--- src/rtl/kfc_pkg.sv ---
package kfc_pkg;
  localparam int DIG_W = 4;
  typedef logic [DIG_W-1:0] bcd_t;

  // one decade: add a carry-in, return {carry_out, sum}
  function automatic logic [DIG_W:0] bcd_add1(input bcd_t d, input logic cin);
    logic [DIG_W:0] r;
    if (cin && d == 4'd9) r = {1'b1, 4'd0};
    else if (cin)         r = {1'b0, d + 4'd1};
    else                  r = {1'b0, d};
    return r;
  endfunction

  function automatic bcd_t nines(input bcd_t d);
    return 4'd9 - d;
  endfunction
endpackage

--- src/rtl/kfc_edge_sync.sv ---
module kfc_edge_sync (
  input  logic clk,
  input  logic rst_n,
  input  logic async_in,
  output logic rise
);
  logic s1, s2, s3;
  always_ff @(posedge clk or negedge rst_n) begin
    if (!rst_n) begin
      s1 <= 1'b0;
      s2 <= 1'b0;
      s3 <= 1'b0;
    end else begin
      s1 <= async_in;
      s2 <= s1;
      s3 <= s2;
    end
  end
  assign rise = s2 & ~s3;
endmodule

--- src/rtl/kfc_prescaler.sv ---
module kfc_prescaler #(
  parameter int PRESCALE = 500,
  localparam int PW = (PRESCALE > 2) ? $clog2(PRESCALE) : 1
) (
  input  logic          clk,
  input  logic          rst_n,
  input  logic          clear,
  input  logic          advance,
  output logic          tick,
  output logic [PW-1:0] phase
);
  localparam logic [PW-1:0] LAST = PW'(PRESCALE - 1);

  assign tick = advance && (phase == LAST);

  always_ff @(posedge clk or negedge rst_n) begin
    if (!rst_n)       phase <= '0;
    else if (clear)   phase <= '0;
    else if (tick)    phase <= '0;
    else if (advance) phase <= phase + 1'b1;
  end
endmodule

--- src/rtl/kfc_decade.sv ---
module kfc_decade
  import kfc_pkg::*;
(
  input  logic clk,
  input  logic rst_n,
  input  logic load,
  input  bcd_t load_val,
  input  logic cin,
  output bcd_t q,
  output logic cout
);
  logic [DIG_W:0] nxt;
  assign nxt  = bcd_add1(q, cin);
  assign cout = nxt[DIG_W];

  always_ff @(posedge clk or negedge rst_n) begin
    if (!rst_n)    q <= '0;
    else if (load) q <= load_val;
    else if (cin)  q <= nxt[DIG_W-1:0];
  end
endmodule

--- src/rtl/kfc_counter.sv ---
module kfc_counter
  import kfc_pkg::*;
#(
  parameter int NDIG     = 4,
  parameter int PRESCALE = 500,
  localparam int VW = NDIG * DIG_W,
  localparam int PW = (PRESCALE > 2) ? $clog2(PRESCALE) : 1
) (
  input  logic          clk,
  input  logic          rst_n,
  input  logic          osc_in,
  input  logic          preload,
  input  logic          count_en,
  input  logic [VW-1:0] offset,
  output logic [VW-1:0] digits
);
  // named internal events for the checker
  logic          edge_pulse;
  logic          advance;
  logic          tick;
  logic [PW-1:0] pre_cnt;
  logic [VW-1:0] load_val;
  logic [NDIG:0] cchain;   // count carry chain
  logic [NDIG:0] kchain;   // complement +1 carry chain

  kfc_edge_sync u_sync (
    .clk(clk), .rst_n(rst_n), .async_in(osc_in), .rise(edge_pulse)
  );

  assign advance = edge_pulse && count_en && !preload;

  kfc_prescaler #(.PRESCALE(PRESCALE)) u_pre (
    .clk(clk), .rst_n(rst_n), .clear(preload), .advance(advance),
    .tick(tick), .phase(pre_cnt)
  );

  assign cchain[0] = tick;
  assign kchain[0] = 1'b1;

  for (genvar i = 0; i < NDIG; i++) begin : g_dig
    logic [DIG_W:0] csum;
    assign csum = bcd_add1(nines(offset[i*DIG_W +: DIG_W]), kchain[i]);
    assign load_val[i*DIG_W +: DIG_W] = csum[DIG_W-1:0];
    assign kchain[i+1] = csum[DIG_W];

    kfc_decade u_dec (
      .clk(clk), .rst_n(rst_n), .load(preload),
      .load_val(load_val[i*DIG_W +: DIG_W]),
      .cin(cchain[i]),
      .q(digits[i*DIG_W +: DIG_W]),
      .cout(cchain[i+1])
    );
  end
endmodule

--- config.mk ---
export PLATFORM = sky130hd
export DESIGN_NAME = kfc_counter
export DESIGN_NICKNAME = d
export VERILOG_FILES = /design/src/rtl/kfc_pkg.sv /design/src/rtl/kfc_edge_sync.sv /design/src/rtl/kfc_prescaler.sv /design/src/rtl/kfc_decade.sv /design/src/rtl/kfc_counter.sv
export SDC_FILE = /design/constraint.sdc
export NUM_CORES = 1
export LEC_CHECK = 0
export BUFFER_PORTS_ARGS = -buffer_cell sky130_fd_sc_hd__buf_2
export CELL_PAD_IN_SITES_DETAIL_PLACEMENT = 1
export CELL_PAD_IN_SITES_GLOBAL_PLACEMENT = 1
export CORE_ASPECT_RATIO = 1.75
export CORE_MARGIN = 5
export CORE_UTILIZATION = 42
export DETAILED_ROUTE_END_ITERATION = 12
export HOLD_SLACK_MARGIN = 0.06
export PLACE_DENSITY_LB_ADDON = 0.1
export SETUP_SLACK_MARGIN = 0.3
export SYNTH_ARGS = -nofsm -noshare
export SYNTH_HDL_FRONTEND = slang
export SYNTH_SLANG_ARGS = --single-unit
--- constraint.sdc ---
create_clock -name clk -period 2.3 [get_ports clk]
set_input_delay 0.46 -clock clk [delete_from_list [all_inputs] [get_ports clk]]
set_output_delay 0.46 -clock clk [all_outputs]
set_load 0.01 [all_outputs]
## After elaboration in Yosys (flattened, before gate mapping)

Cells that the tools add are included.

- Flip-flop bits (word level): 28
- Input bits: 21
- Logic and storage cells: 73

- $add $sub $neg: 13
- Eq/ne operators: 9
- Multiplexer cells: 25
- Reductions and logical operators: 16
- Bitwise operators: 2

Operator list:

| operator | count |
|---|---|
| two-way mux 4 bit | 16 |
| adder 4 x 1 -> 4 bit (second input constant) | 8 |
| equality test 4 bit (second input constant) | 8 |
| two-way mux 5 bit | 6 |
| two-way mux 9 bit | 3 |
| subtractor 4 bit (first input constant) | 4 |
| logical AND 1 bit | 10 |
| adder 9 x 1 -> 9 bit (second input constant) | 1 |
| equality test 9 bit (second input constant) | 1 |
| nonzero test 2 bit | 4 |
| nonzero test 3 bit | 1 |
| AND 1 bit | 1 |
| logical NOT 1 bit | 1 |
| inverter 1 bit | 1 |

## Depth between registers and ports, before layout

Gate-level depths: netlist (run 1).

- Word-level depth: 15
- Gate-level depth with buffers: 8

## Modules after synthesis

Synthesis (run 1) repeated with hierarchy kept, for this count alone.

- Cell total of the unflattened synthesis: 257
- Area, all modules: 2263.4 sq um

Modules (own cells, without submodules):

| module | cells each | area an instance (sq um) | sequential area each (sq um) | instances |
|---|---|---|---|---|
| kfc_decade | 29 | 265.3 | 100.1 | 4 |
| kfc_counter | 86 | 613.1 | 0.0 | 1 |
| kfc_prescaler | 51 | 500.5 | 225.2 | 1 |
| kfc_edge_sync | 4 | 88.8 | 75.1 | 1 |

## Worst setup path after synthesis (run 1)

OpenSTA, ideal clock, no wires.

- Kind: input to register
- Start: input port offset[1]
- End: register g_dig[3].u_dec.q[0]
- Buffers on the path: 1
- Arrival: 2059 ps
- Stages: 8
- Setup slack: 115 ps
- Cell sequence: inv_1 -> ha_1 -> nor3_1 -> and4_1 -> buf_2 -> nand2_1 -> mux2_2 -> a221o_1

- Longest elaborated chain between the ends: 10

Ends and longest elaborated chain:

| element | line | source |
|---|---|---|
| start, declared | kfc_counter.sv:14 | `input logic [VW-1:0] offset,` |
| subtractor 4 bit (*) | kfc_pkg.sv:15 | `return 4'd9 - d;` |
| equality test 4 bit (*) | kfc_pkg.sv:8 | `if (cin && d == 4'd9) r = {1'b1, 4'd0};` |
| two-way mux 5 bit (*) | kfc_pkg.sv:8 |  |
| logical AND 1 bit (*) | kfc_pkg.sv:8 |  |
| two-way mux 5 bit (*) | kfc_pkg.sv:8 |  |
| logical AND 1 bit (*) | kfc_pkg.sv:8 |  |
| two-way mux 5 bit (*) | kfc_pkg.sv:8 |  |
| two-way mux 4 bit or logical AND 1 bit (tied branches) | kfc_pkg.sv:9, kfc_pkg.sv:8 |  |
| two-way mux 4 bit (*) | kfc_pkg.sv:8 |  |
| two-way mux 4 bit (*) | kfc_decade.sv:18 | `else if (load) q <= load_val;` |
| end signal, assigned | kfc_decade.sv:18 |  |
| end signal, assigned | kfc_decade.sv:19 | `else if (cin) q <= nxt[DIG_W-1:0];` |
| end, declared | kfc_decade.sv:9 | `output bcd_t q,` |

Mark *: on every way between the ends. The rest lies on a longest branch, timed or not.
A chain may end at the register's enable or synchronous reset.

## Worst setup path after layout (run 1)

- Start: register u_pre.phase[3]
- End: register g_dig[3].u_dec.q[2]

- Longest elaborated chain between the ends: 12

Ends and longest elaborated chain:

| element | line | source |
|---|---|---|
| start, declared | kfc_prescaler.sv:10 | `output logic [PW-1:0] phase` |
| start signal, assigned | kfc_prescaler.sv:20 | `else if (advance) phase <= phase + 1'b1;` |
| equality test 9 bit (*) | kfc_prescaler.sv:14 | `assign tick = advance && (phase == LAST);` |
| logical AND 1 bit (*) | kfc_prescaler.sv:14 |  |
| logical AND 1 bit (*) | kfc_pkg.sv:8 |  |
| two-way mux 5 bit (*) | kfc_pkg.sv:8 |  |
| logical AND 1 bit (*) | kfc_pkg.sv:8 |  |
| two-way mux 5 bit (*) | kfc_pkg.sv:8 |  |
| logical AND 1 bit (*) | kfc_pkg.sv:8 |  |
| two-way mux 5 bit (*) | kfc_pkg.sv:8 |  |
| logical AND 1 bit | kfc_pkg.sv:8 |  |
| two-way mux 4 bit | kfc_pkg.sv:8 |  |
| two-way mux 4 bit | kfc_decade.sv:19 |  |
| two-way mux 4 bit | kfc_decade.sv:18 |  |

Mark *: on every way between the ends. The rest lies on a longest branch, timed or not. The select of a mux whose other input is x is not followed.

==> results of run 1 <==
cell type report:
cell class	instances	share of cell area
Clock buffer	3	0.0155
Clock inverter	1	0.0113
Tap cell	54	0.0253
Multi-Input combinational cell	195	0.546
Inverter	19	0.0267
Timing Repair Buffer	52	0.113
Sequential cell	28	0.263
sequential cells by signal, summed over array words and instances, names as in the netlist:
name / cells
g_dig.u_dec.q: 16
u_sync.s3: 1
u_sync.s1: 1
u_sync.s2: 1
u_pre.phase: 9
logic make-up (layout without fill, tap and decap cells):
family	Yosys count	after routing	synth area share
multiplexers	7	7	0.0335
AO/OA/AOI/OAI	53	53	0.158
adder cells (fa/ha/maj)	23	23	0.133
XOR/XNOR	12	12	0.0485
flip-flops	28	28	0.324
buffers and inverters	27	75	0.0485
AND/OR/NAND/NOR	100	100	0.255
metrics by stage:
| stage | worst slack, ns | hold WS (ns) | utilization | instances |
|---|---|---|---|---|
| 2_1_floorplan | 0.317 | 0.164 | - | 250 |
| 3_3_place_gp | 0.119 | 0.336 | 0.504 | 343 |
| 3_5_place_dp | 0.0712 | 0.365 | 0.504 | 343 |
| 4_1_cts | 0.253 | 0.210 | 0.528 | 352 |
| 5_1_grt | 0.235 | 0.238 | 0.536 | 352 |
| 6_report | 0.310 | 0.192 | 0.536 | 352 |
cell usage in the layout, fill, tap and decap left out, drive strengths merged, types with 10 or more instances in the layout:
cell type and n:
nor3 12, ha 23, nand3 10, a21oi 19, nand2 24, buf 52, nor2b 10, dfrtp 28
nor2 16, inv 19
report_power, final:
part	switching [mW]	leakage (nW)	total, mW	internal, mW
sequential	0.0495	0.344	0.577	0.528
combinational	0.171	0.874	0.304	0.133
clock	0.176	0.0357	0.410	0.234
total	0.396	1.25	1.29	0.895
worst reg2reg max path, stage by stage, from the launching register on:
cell and delay, ns:
dfrtp_1 0.40, or3b_4 0.42, nor4_4 0.20, buf_4 0.18
nand4_4 0.12, or4_1 0.48, o211ai_1 0.10
routing by layer:
metal | track usage | wire length [um] | vias to the layer above
met2 | 0.339 | 3420 | 35
met5 | 0 | 0 | -
li1 | - | - | 992
met1 | 0.196 | 2320 | 1031
met4 | 0.0640 | 135 | 0
met3 | 0.0140 | 153 | 11
synthesized netlist by cell type (2+ instances only):
master,n,area share
nor2b_1,10,0.029
and2_1,2,0.0058
a31oi_1,4,0.012
o21ai_0,8,0.018
nor4b_1,2,0.0081
and3b_1,2,0.0081
o31a_1,2,0.0081
nor4_1,2,0.0058
xnor2_1,4,0.016
buf_2,3,0.0069
and4_1,2,0.0081
a211oi_1,6,0.021
a311oi_1,2,0.0081
nor2_1,16,0.028
or4_1,4,0.014
clkbuf_1,5,0.0087
o211ai_1,3,0.010
nand2_1,24,0.042
mux2_2,2,0.010
a21oi_1,19,0.044
inv_1,19,0.033
nand4_1,4,0.012
xor2_1,8,0.032
a32oi_1,2,0.0081
dfrtp_1,28,0.32
nand3b_1,2,0.0069
nand3_1,10,0.023
nor3_1,12,0.028
mux2i_1,5,0.023
ha_1,23,0.13
or3_1,3,0.0087
worst paths after layout:
check | cells after the start | slack, ns | start | endpoint
worst min-delay path | 1 | 0.19 | rst_n | g_dig[0].u_dec.q[2]
min in group clk | 1 | 0.29 | osc_in | u_sync.s1
worst min register to register | 0 | 0.39 | u_sync.s1 | u_sync.s2
worst max register to register | 6 | 0.31 | u_pre.phase[3] | g_dig[3].u_dec.q[2]
worst max-delay path | 6 | 0.31 | u_pre.phase[3] | g_dig[3].u_dec.q[2]
max in group asynchronous | 1 | 1.68 | rst_n | g_dig[0].u_dec.q[3]
what timing repair did:
| item | in CTS | in global routing |
|---|---|---|
| buffers inserted | 5 | 0 |
| gates resized for setup | 2 | 6 |
| endpoints found under the setup margin | 7 | 11 |
| pin swaps | 3 | 1 |
==> flow_summary.ini, run 1 <==
[grt]
grt_pass1_vias = 2137
antenna_found_initial = 0
grt_pass1_wl_um = 9840
grt_max_degree = 29
grt_overflow = 0
grt_usage = 0.178

[job]
maxCapViolCount = 0

[setup_path]
worstSetupPathType = register to register
cp.arrival_ns = 2.20
critPathBufInv = 1
cp-start-kind = register
cp_data_required_time_ns = 2.51
cp_slowest_cell = or4_1
crit_family = simple AND/OR/NAND/NOR gates
max_stage_delay_ns = 0.48
crit_fanout = 4
endpoint_kind = register
crit_chain = or3b_4 > nor4_4 > buf_4 > nand4_4 > or4_1 > o211ai_1

[clock_tree]
cts_tree = yes
cts-buffers-inserted = 3
clkLatencyLatePin_ns = 0.29
cts_buffer_depth = 2
clockRootBuffer = clkbuf_8
cts.sinks = 28
cts.htree.levels = 1
clkSlewWorstSetupHoldPaths_ns = 0.11
ctsHoldBuffers = 0

[final_layout]
drive_gt1_frac = 0.255
fillerInstances = 602
fin_nets = 343
layout.area.seq_sq_um = 701
post-route-cell-area_sq_um = 2670
multi_input_area_sq_um = 1460
area_delta_synth_final_pct = 23.1
num_antenna_cells = 0

[placed_design]
gp_congestion = 0.809
dp_hpwl_um = 4680
io_buffer_count = 36
placed_cell_area_sq_um = 2510

[timing]
tns_ns = 0
fin_skew_ns = 0.00814
rsz0062_at_grt = true
finalSetupViolations = 0
hold_viol = 0
fmax_mhz = 502
fin_crit_sh = 0.865
slew_viol_final = 0
relSlewSlack = 0.558
tightestPinTransition_ns = 0.664
period_needed_ns = 1.99

[yosys]
synth_fp_nets = 294
ys_ff_latch = 28
ys_async_sr_fraction = 1.00
yosysWarnings = 0
synth_area_sq_um = 2170
ys_seq_area_frac = 0.324
synth.distinct_cells = 43
synth_area_per_cell_sq_um = 8.66
ys.flop_type = dfrtp_1
synth-edff-count = 0
synth_cells = 250

[power_and_ir_drop]
cellPowerDensity_nw_per_um2 = 484
finalPower_mw = 1.29
ir_drop_mv = 0.361
leakage_nw = 1.25

[drt]
drt_iter0_drc = 44
routed_via_density = 5.88
drc = 0
drt-total-wl_um = 6030
dr.pass1.iters = 4
detail-route-antenna-nets = 0
vias = 2069
wire_per_inst_um = 17.1

[floorplanning]
boundaryPins = 37
die_w_um = 64.3
core.rowCount = 34
initial_core_util = 0.435
die_area_sq_um = 6750
die_y_um = 105
core_sq_um = 4980

[min_path]
hp-class = primary input to async pin

[status]
status = completed
(Power assumes the default switching activity.)
==> inputs of run 2 (changes only) <==
--- a/config.mk
+++ b/config.mk
@@ -5,12 +5,13 @@
 export SDC_FILE = /design/constraint.sdc
 export NUM_CORES = 1
 export LEC_CHECK = 0
+export ABC_AREA = 1
 export BUFFER_PORTS_ARGS = -buffer_cell sky130_fd_sc_hd__buf_2
 export CELL_PAD_IN_SITES_DETAIL_PLACEMENT = 1
 export CELL_PAD_IN_SITES_GLOBAL_PLACEMENT = 1
 export CORE_ASPECT_RATIO = 1.75
 export CORE_MARGIN = 5
-export CORE_UTILIZATION = 42
+export CORE_UTILIZATION = 41
 export DETAILED_ROUTE_END_ITERATION = 12
 export HOLD_SLACK_MARGIN = 0.06
 export PLACE_DENSITY_LB_ADDON = 0.1
==> run 2 against run 1 <==
Register-to-register slack improved by 0.18 ns; core utilization fell by 5.4 points; cell count rose by 25%; cell area barely moved; routed wire length fell by 2.3%; hold slack barely moved; power rose by 44%; area after synthesis rose by 7.6%; via count rose by 4.7%; global-route usage rose by 0.65 points; maximum frequency rose by 8.6%; critical endpoint is now g_dig[3].u_dec.q[1].
==> flow_summary.ini, run 2 <==
[power_and_ir_drop]
cellPowerDensity_nw_per_um2 = 696
leakage_nw = 1.44
ir_drop_mv = 0.210

[setup_path]
cp_data_required_time_ns = 2.47
crit_family = simple AND/OR/NAND/NOR gates
worstSetupPathType = primary input to register
endpoint_kind = register
cp.arrival_ns = 2.00
crit_cells = 11
crit_fanout = 7
crit_top_cell = nand2_1
cp-start-kind = primary input
cp_slowest_cell = ha_1
cp-startpoint = offset[1]
ff2ff_path_depth = 10
r2r-end = g_dig[1].u_dec.q[2]
reg2reg_slack_ns = 0.49
endpoint = g_dig[3].u_dec.q[1]
critPathBufInv = 3
crit_chain = buf_2 > inv_1 > ha_1 > inv_1 > nand3_1 > nor2_4 > nand3_2 > nand2_1 > nand2_1 > nand2_1 > a21boi_0
r2r-start = u_pre.phase[1]
max_stage_delay_ns = 0.31

[drt]
wire_per_inst_um = 13.4
drt_iter0_drc = 47
dr.pass1.iters = 4
drt-total-wl_um = 5890
vias = 2167
detail-route-antenna-nets = 0
drc = 0
routed_via_density = 4.93

[final_layout]
fillerInstances = 750
area_delta_synth_final_pct = 14.6
drive_gt1_frac = 0.184
fin_nets = 409
utilization = 0.482
largest_register = g_dig.u_dec.q
num_antenna_cells = 0
final_cell_mix = nand2_1 (95), inv_1 (48), buf_2 (36)
reg_top3 = g_dig.u_dec.q x16, u_pre.phase x9
largest_reg_flops = 16
final_common_cell = nand2_1

[timing]
slew_viol_final = 0
finalSetupViolations = 0
layout_setup_ws_ns = 0.467
period_needed_ns = 1.83
whs_ns = 0.192
fin_skew_ns = 0.00684
relSlewSlack = 0.567
hold_viol = 0
fmax_mhz = 546
tns_ns = 0
rsz0062_at_grt = false
fin_crit_sh = 0.797
tightestPinTransition_ns = 0.649

[clock_tree]
clockRootBuffer = clkbuf_8
cts.sinks = 28
ctsHoldBuffers = 0
cts_buffer_depth = 2
cts.htree.levels = 1
clkSlewWorstSetupHoldPaths_ns = 0.10
cts_tree = yes
clkLatencyLatePin_ns = 0.29
cts-buffers-inserted = 3

[yosys]
ys_seq_area_frac = 0.301
synth_fp_nets = 369
yosysWarnings = 0
synth_common_cells = nand2_1 (95), inv_1 (48), dfrtp_1 (28), nor2_1 (28), ha_1 (23)
synth-edff-count = 0
synth.most_common_cell = nand2_1
synth_area_per_cell_sq_um = 7.17
synthTopCellsByArea = dfrtp_1 (30%), nand2_1 (15%), ha_1 (12%), inv_1 (7.7%), nand3_1 (4.7%)
synth.distinct_cells = 34
synth_cells = 325
synth_top_area_cell = dfrtp_1
synth_area_sq_um = 2330
ys_async_sr_fraction = 1.00
ys.flop_type = dfrtp_1
synth_top_area_frac = 0.301
ys_ff_latch = 28

[grt]
grt_pass1_vias = 2368
grt_max_degree = 29
grt_overflow = 0
grt_usage = 0.184
antenna_found_initial = 0
grt_pass1_wl_um = 10500

[min_path]
hp-class = primary input to async pin

[placed_design]
post-place-ws_ns = 0.158
io_buffer_count = 36
gp_congestion = 0.773
dp_hpwl_um = 4900

[job]
maxCapViolCount = 0

[floorplanning]
die_y_um = 110
core.rowCount = 36
core_sq_um = 5540
die_w_um = 67.0
boundaryPins = 37
die_area_sq_um = 7350
initial_core_util = 0.421

[status]
status = completed
[run 2: worst min path at each step]
| stage | start | endpoint | slack (ns) | cells past startpoint |
|---|---|---|---|---|
| 5_1_grt | rst_n | u_pre.phase[0] | 0.24 | 1 |
| 4_1_cts | rst_n | g_dig[2].u_dec.q[0] | 0.21 | 1 |
| 3_3_place_gp | u_sync.s1 | u_sync.s2 | 0.34 | 0 |
| 2_1_floorplan | rst_n | g_dig[0].u_dec.q[0] | 0.16 | 0 |
| 3_5_place_dp | u_sync.s1 | u_sync.s2 | 0.35 | 0 |
| 6_report | rst_n | u_pre.phase[0] | 0.19 | 1 |
[run 2: report_power, final]
| part | internal, mW | total (mW) | switching, mW | leakage [nW] |
|---|---|---|---|---|
| Sequential | 0.597 | 0.729 | 0.132 | 0.341 |
| Combinational | 0.309 | 0.729 | 0.419 | 1.06 |
| Clock | 0.234 | 0.400 | 0.166 | 0.0357 |
[run 2: layer usage]
layer / part of all wire / global-route usage / wire [um] / vias up
met3: 0.026 / 0.0112 / 156 / 9
met2: 0.59 / 0.386 / 3470 / 27
li1: - / - / - / 1094
met1: 0.36 / 0.176 / 2140 / 1037
met5: 0 / 0 / 0 / -
met4: 0.022 / 0.0697 / 130 / 0
[run 2: worst reg2reg max path: cells and delay by family (launching register included)]
family                     cells  cell delay (ns)
DFF                            1             0.42
adders and majority gates      1             0.24
buffers and inverters          1             0.15
AOI/OAI and AO/OA              1             0.11
and+or+nand+nor                7             0.79
[run 2: cells by family (layout without fill, tap and decap cells)]
kind of cell               Yosys count  after routing  share of synthesized area
adders and majority gates           23             23                      0.124
xor gates and xnor gates            15             15                     0.0564
AOI/OAI and AO/OA                   34             34                     0.0902
buffers and inverters               56             95                     0.0994
and+or+nand+nor                    169            169                      0.330
DFF                                 28             28                      0.301
[run 2: final cells by class]
type                            count  area, sq um  share of cell area
Timing Repair Buffer               37          188              0.0703
Clock inverter                      1         30.0              0.0113
Tap cell                           76         95.1              0.0356
Sequential cell                    28          701               0.263
Inverter                           54          205              0.0769
Multi-Input combinational cell    241         1410               0.528
Clock buffer                        3         41.3              0.0155
[run 2: per-stage QoR]
stage                     area (sq um)  std cells  total power [mW]
after CTS                         2660        440              1.89
after floorplan                   2330        325              1.21
after global placement            2590        436              1.44
after global routing              2670        440              2.01
after detailed placement          2590        436              1.48
final                             2670        440              1.86
[run 2: what timing repair did]
action / 4_1_cts / 5_1_grt
resized for setup: 0 / 2
setup endpoints to repair: 0 / 8
buffers inserted: 0 / 0
==> inputs of run 3 (changes only) <==
==> constraint.sdc (replaced) <==
create_clock -name clk -period 1.85 [get_ports clk]
set_input_delay 0.37 -clock clk [delete_from_list [all_inputs] [get_ports clk]]
set_output_delay 0.37 -clock clk [all_outputs]
set_load 0.01 [all_outputs]
==> run 3 against run 2 <==
Cell area is 12% higher; highest routed layer unchanged; routed wire length up 5.2%; hold slack worse by 0.089 ns; critical path depth decreased by 2; critical path type is now register to register; largest power group is now combinational cells.
==> flow_summary.ini, run 3 (synthesis gave the netlist of run 2 again) <==
[clock_tree]
clkLatencyLatePin_ns = 0.29
cts_tree = yes
cts.htree.levels = 1
clkSlewWorstSetupHoldPaths_ns = 0.10
cts.sinks = 28
ctsHoldBuffers = 0
cts-buffers-inserted = 3
clockRootBuffer = clkbuf_8
cts_buffer_depth = 2

[job]
maxCapViolCount = 0

[grt]
grt_pass1_vias = 2353
top_usage_layer = met2
grtUsageMet3 = 0.0102
grt_max_degree = 29
grt_usage = 0.182
grt_util_met2 = 0.368
grt_overflow = 0
use_met1 = 0.182
grt_pass1_wl_um = 10300
antenna_found_initial = 0

[floorplanning]
die_area_sq_um = 7350
die_y_um = 110
initial_core_util = 0.421
core_sq_um = 5540
core.rowCount = 36
boundaryPins = 37
die_w_um = 67.0

[drt]
drc = 0
wire_per_inst_um = 13.4
detail-route-antenna-nets = 0
drt-total-wl_um = 6200
drt_iter0_drc = 71
vias = 2268
routed_via_density = 4.89
dr.pass1.iters = 2

[placed_design]
io_buffer_count = 36
gp_congestion = 0.769
dp_hpwl_um = 4980
post-place-ws_ns = 0.00994

[setup_path]
cp_slowest_cell = dfrtp_1
crit_family = simple AND/OR/NAND/NOR gates
crit_fanout = 11
cp-start-kind = register
crit_cells = 9
crit_chain = ha_4 > nand3_2 > nor2_4 > nand2_2 > nand2_4 > nand4_2 > buf_6 > nor2_1 > a21boi_2
r2r-start = u_pre.phase[0]
max_stage_delay_ns = 0.42
critPathBufInv = 1
reg2reg_slack_ns = 0.36
ff2ff_path_depth = 9
r2r-end = g_dig[3].u_dec.q[2]
worstSetupPathType = register to register
cp-startpoint = u_pre.phase[0]
cp_data_required_time_ns = 2.04
endpoint_kind = register
endpoint = g_dig[3].u_dec.q[2]
cp.arrival_ns = 1.68

[timing]
fmax_mhz = 669
slew_viol_final = 0
rsz0062_at_grt = true
finalSetupViolations = 0
layout_setup_ws_ns = 0.355
period_needed_ns = 1.49
relSlewSlack = 0.551
tightestPinTransition_ns = 0.674
fin_skew_ns = 0.00249
fin_crit_sh = 0.808
tns_ns = 0
hold_viol = 0

[final_layout]
final_cell_mix = nand2_1 (88), inv_1 (44), buf_2 (36)
num_antenna_cells = 0
utilization = 0.538
reg_top3 = g_dig.u_dec.q x16, u_pre.phase x9
final_common_cell = nand2_1
largest_register = g_dig.u_dec.q
fin_nets = 433
largest_reg_flops = 16
drive_gt1_frac = 0.299
area_delta_synth_final_pct = 27.9

[power_and_ir_drop]
ir_drop_mv = 0.278
p_int_mw = 1.53
combPwrFrac = 0.430
switching_power_mw = 0.945
p_sw_frac = 0.382
leakage_nw = 1.57
cellPowerDensity_nw_per_um2 = 830
clkPwrFrac = 0.205
pwr-share-seq = 0.365

[status]
status = completed

[min_path]
hp-class = primary input to async pin
-- run 3: power groups by stage --
stage                     registers [mW]  logic, mW  clock network (mW)
final                              0.903       1.06               0.506
after global routing               0.927       1.22               0.538
after CTS                          0.903      0.996               0.523
after detailed placement           0.917      0.971                   0
after global placement             0.915      0.932                   0
after floorplan                    0.939      0.580                   0
-- run 3: layout make-up --
type                       count  area (sq um)
tap                           76          95.1
clock buffer                   3          41.3
clock inverter                 1          30.0
inverter                      54           208
fill                         733          2560
timing repair buffer          61           392
sequential                    28           706
multi-input combinational    241          1510
-- run 3: worst min-delay path by stage --
stage / from / endpoint / slack (ns) / depth (start not counted)
floorplan: rst_n / g_dig[0].u_dec.q[0] / 0.07 / 0
global placement: u_sync.s1 / u_sync.s2 / 0.33 / 0
detailed placement: u_sync.s1 / u_sync.s2 / 0.35 / 0
CTS: rst_n / g_dig[0].u_dec.q[2] / 0.13 / 1
global route: rst_n / g_dig[0].u_dec.q[2] / 0.15 / 1
finish: rst_n / g_dig[0].u_dec.q[2] / 0.10 / 1
-- run 3: repair_timing --
item                       CTS  global route
setup buffers                1             8
pin swaps                    0             5
gates resized for setup      4            24
hold endpoints to repair     0             0
setup endpoints to repair   13            20
-- run 3: stage by stage --
stage,hold slack (ns),power [mW],cells,cell area (sq um)
floorplan,0.0744,1.52,325,2360
global placement,0.334,1.85,451,2740
detailed placement,0.353,1.89,451,2740
CTS,0.129,2.42,456,2830
global route,0.150,2.68,464,2980
finish,0.103,2.47,464,2980
-- run 3: per-layer routing --
layer / wire (um) / up-vias
met5: 0 / -
met4: 127 / 0
met3: 89 / 6
met2: 3760 / 22
met1: 2230 / 1098
li1: - / 1142
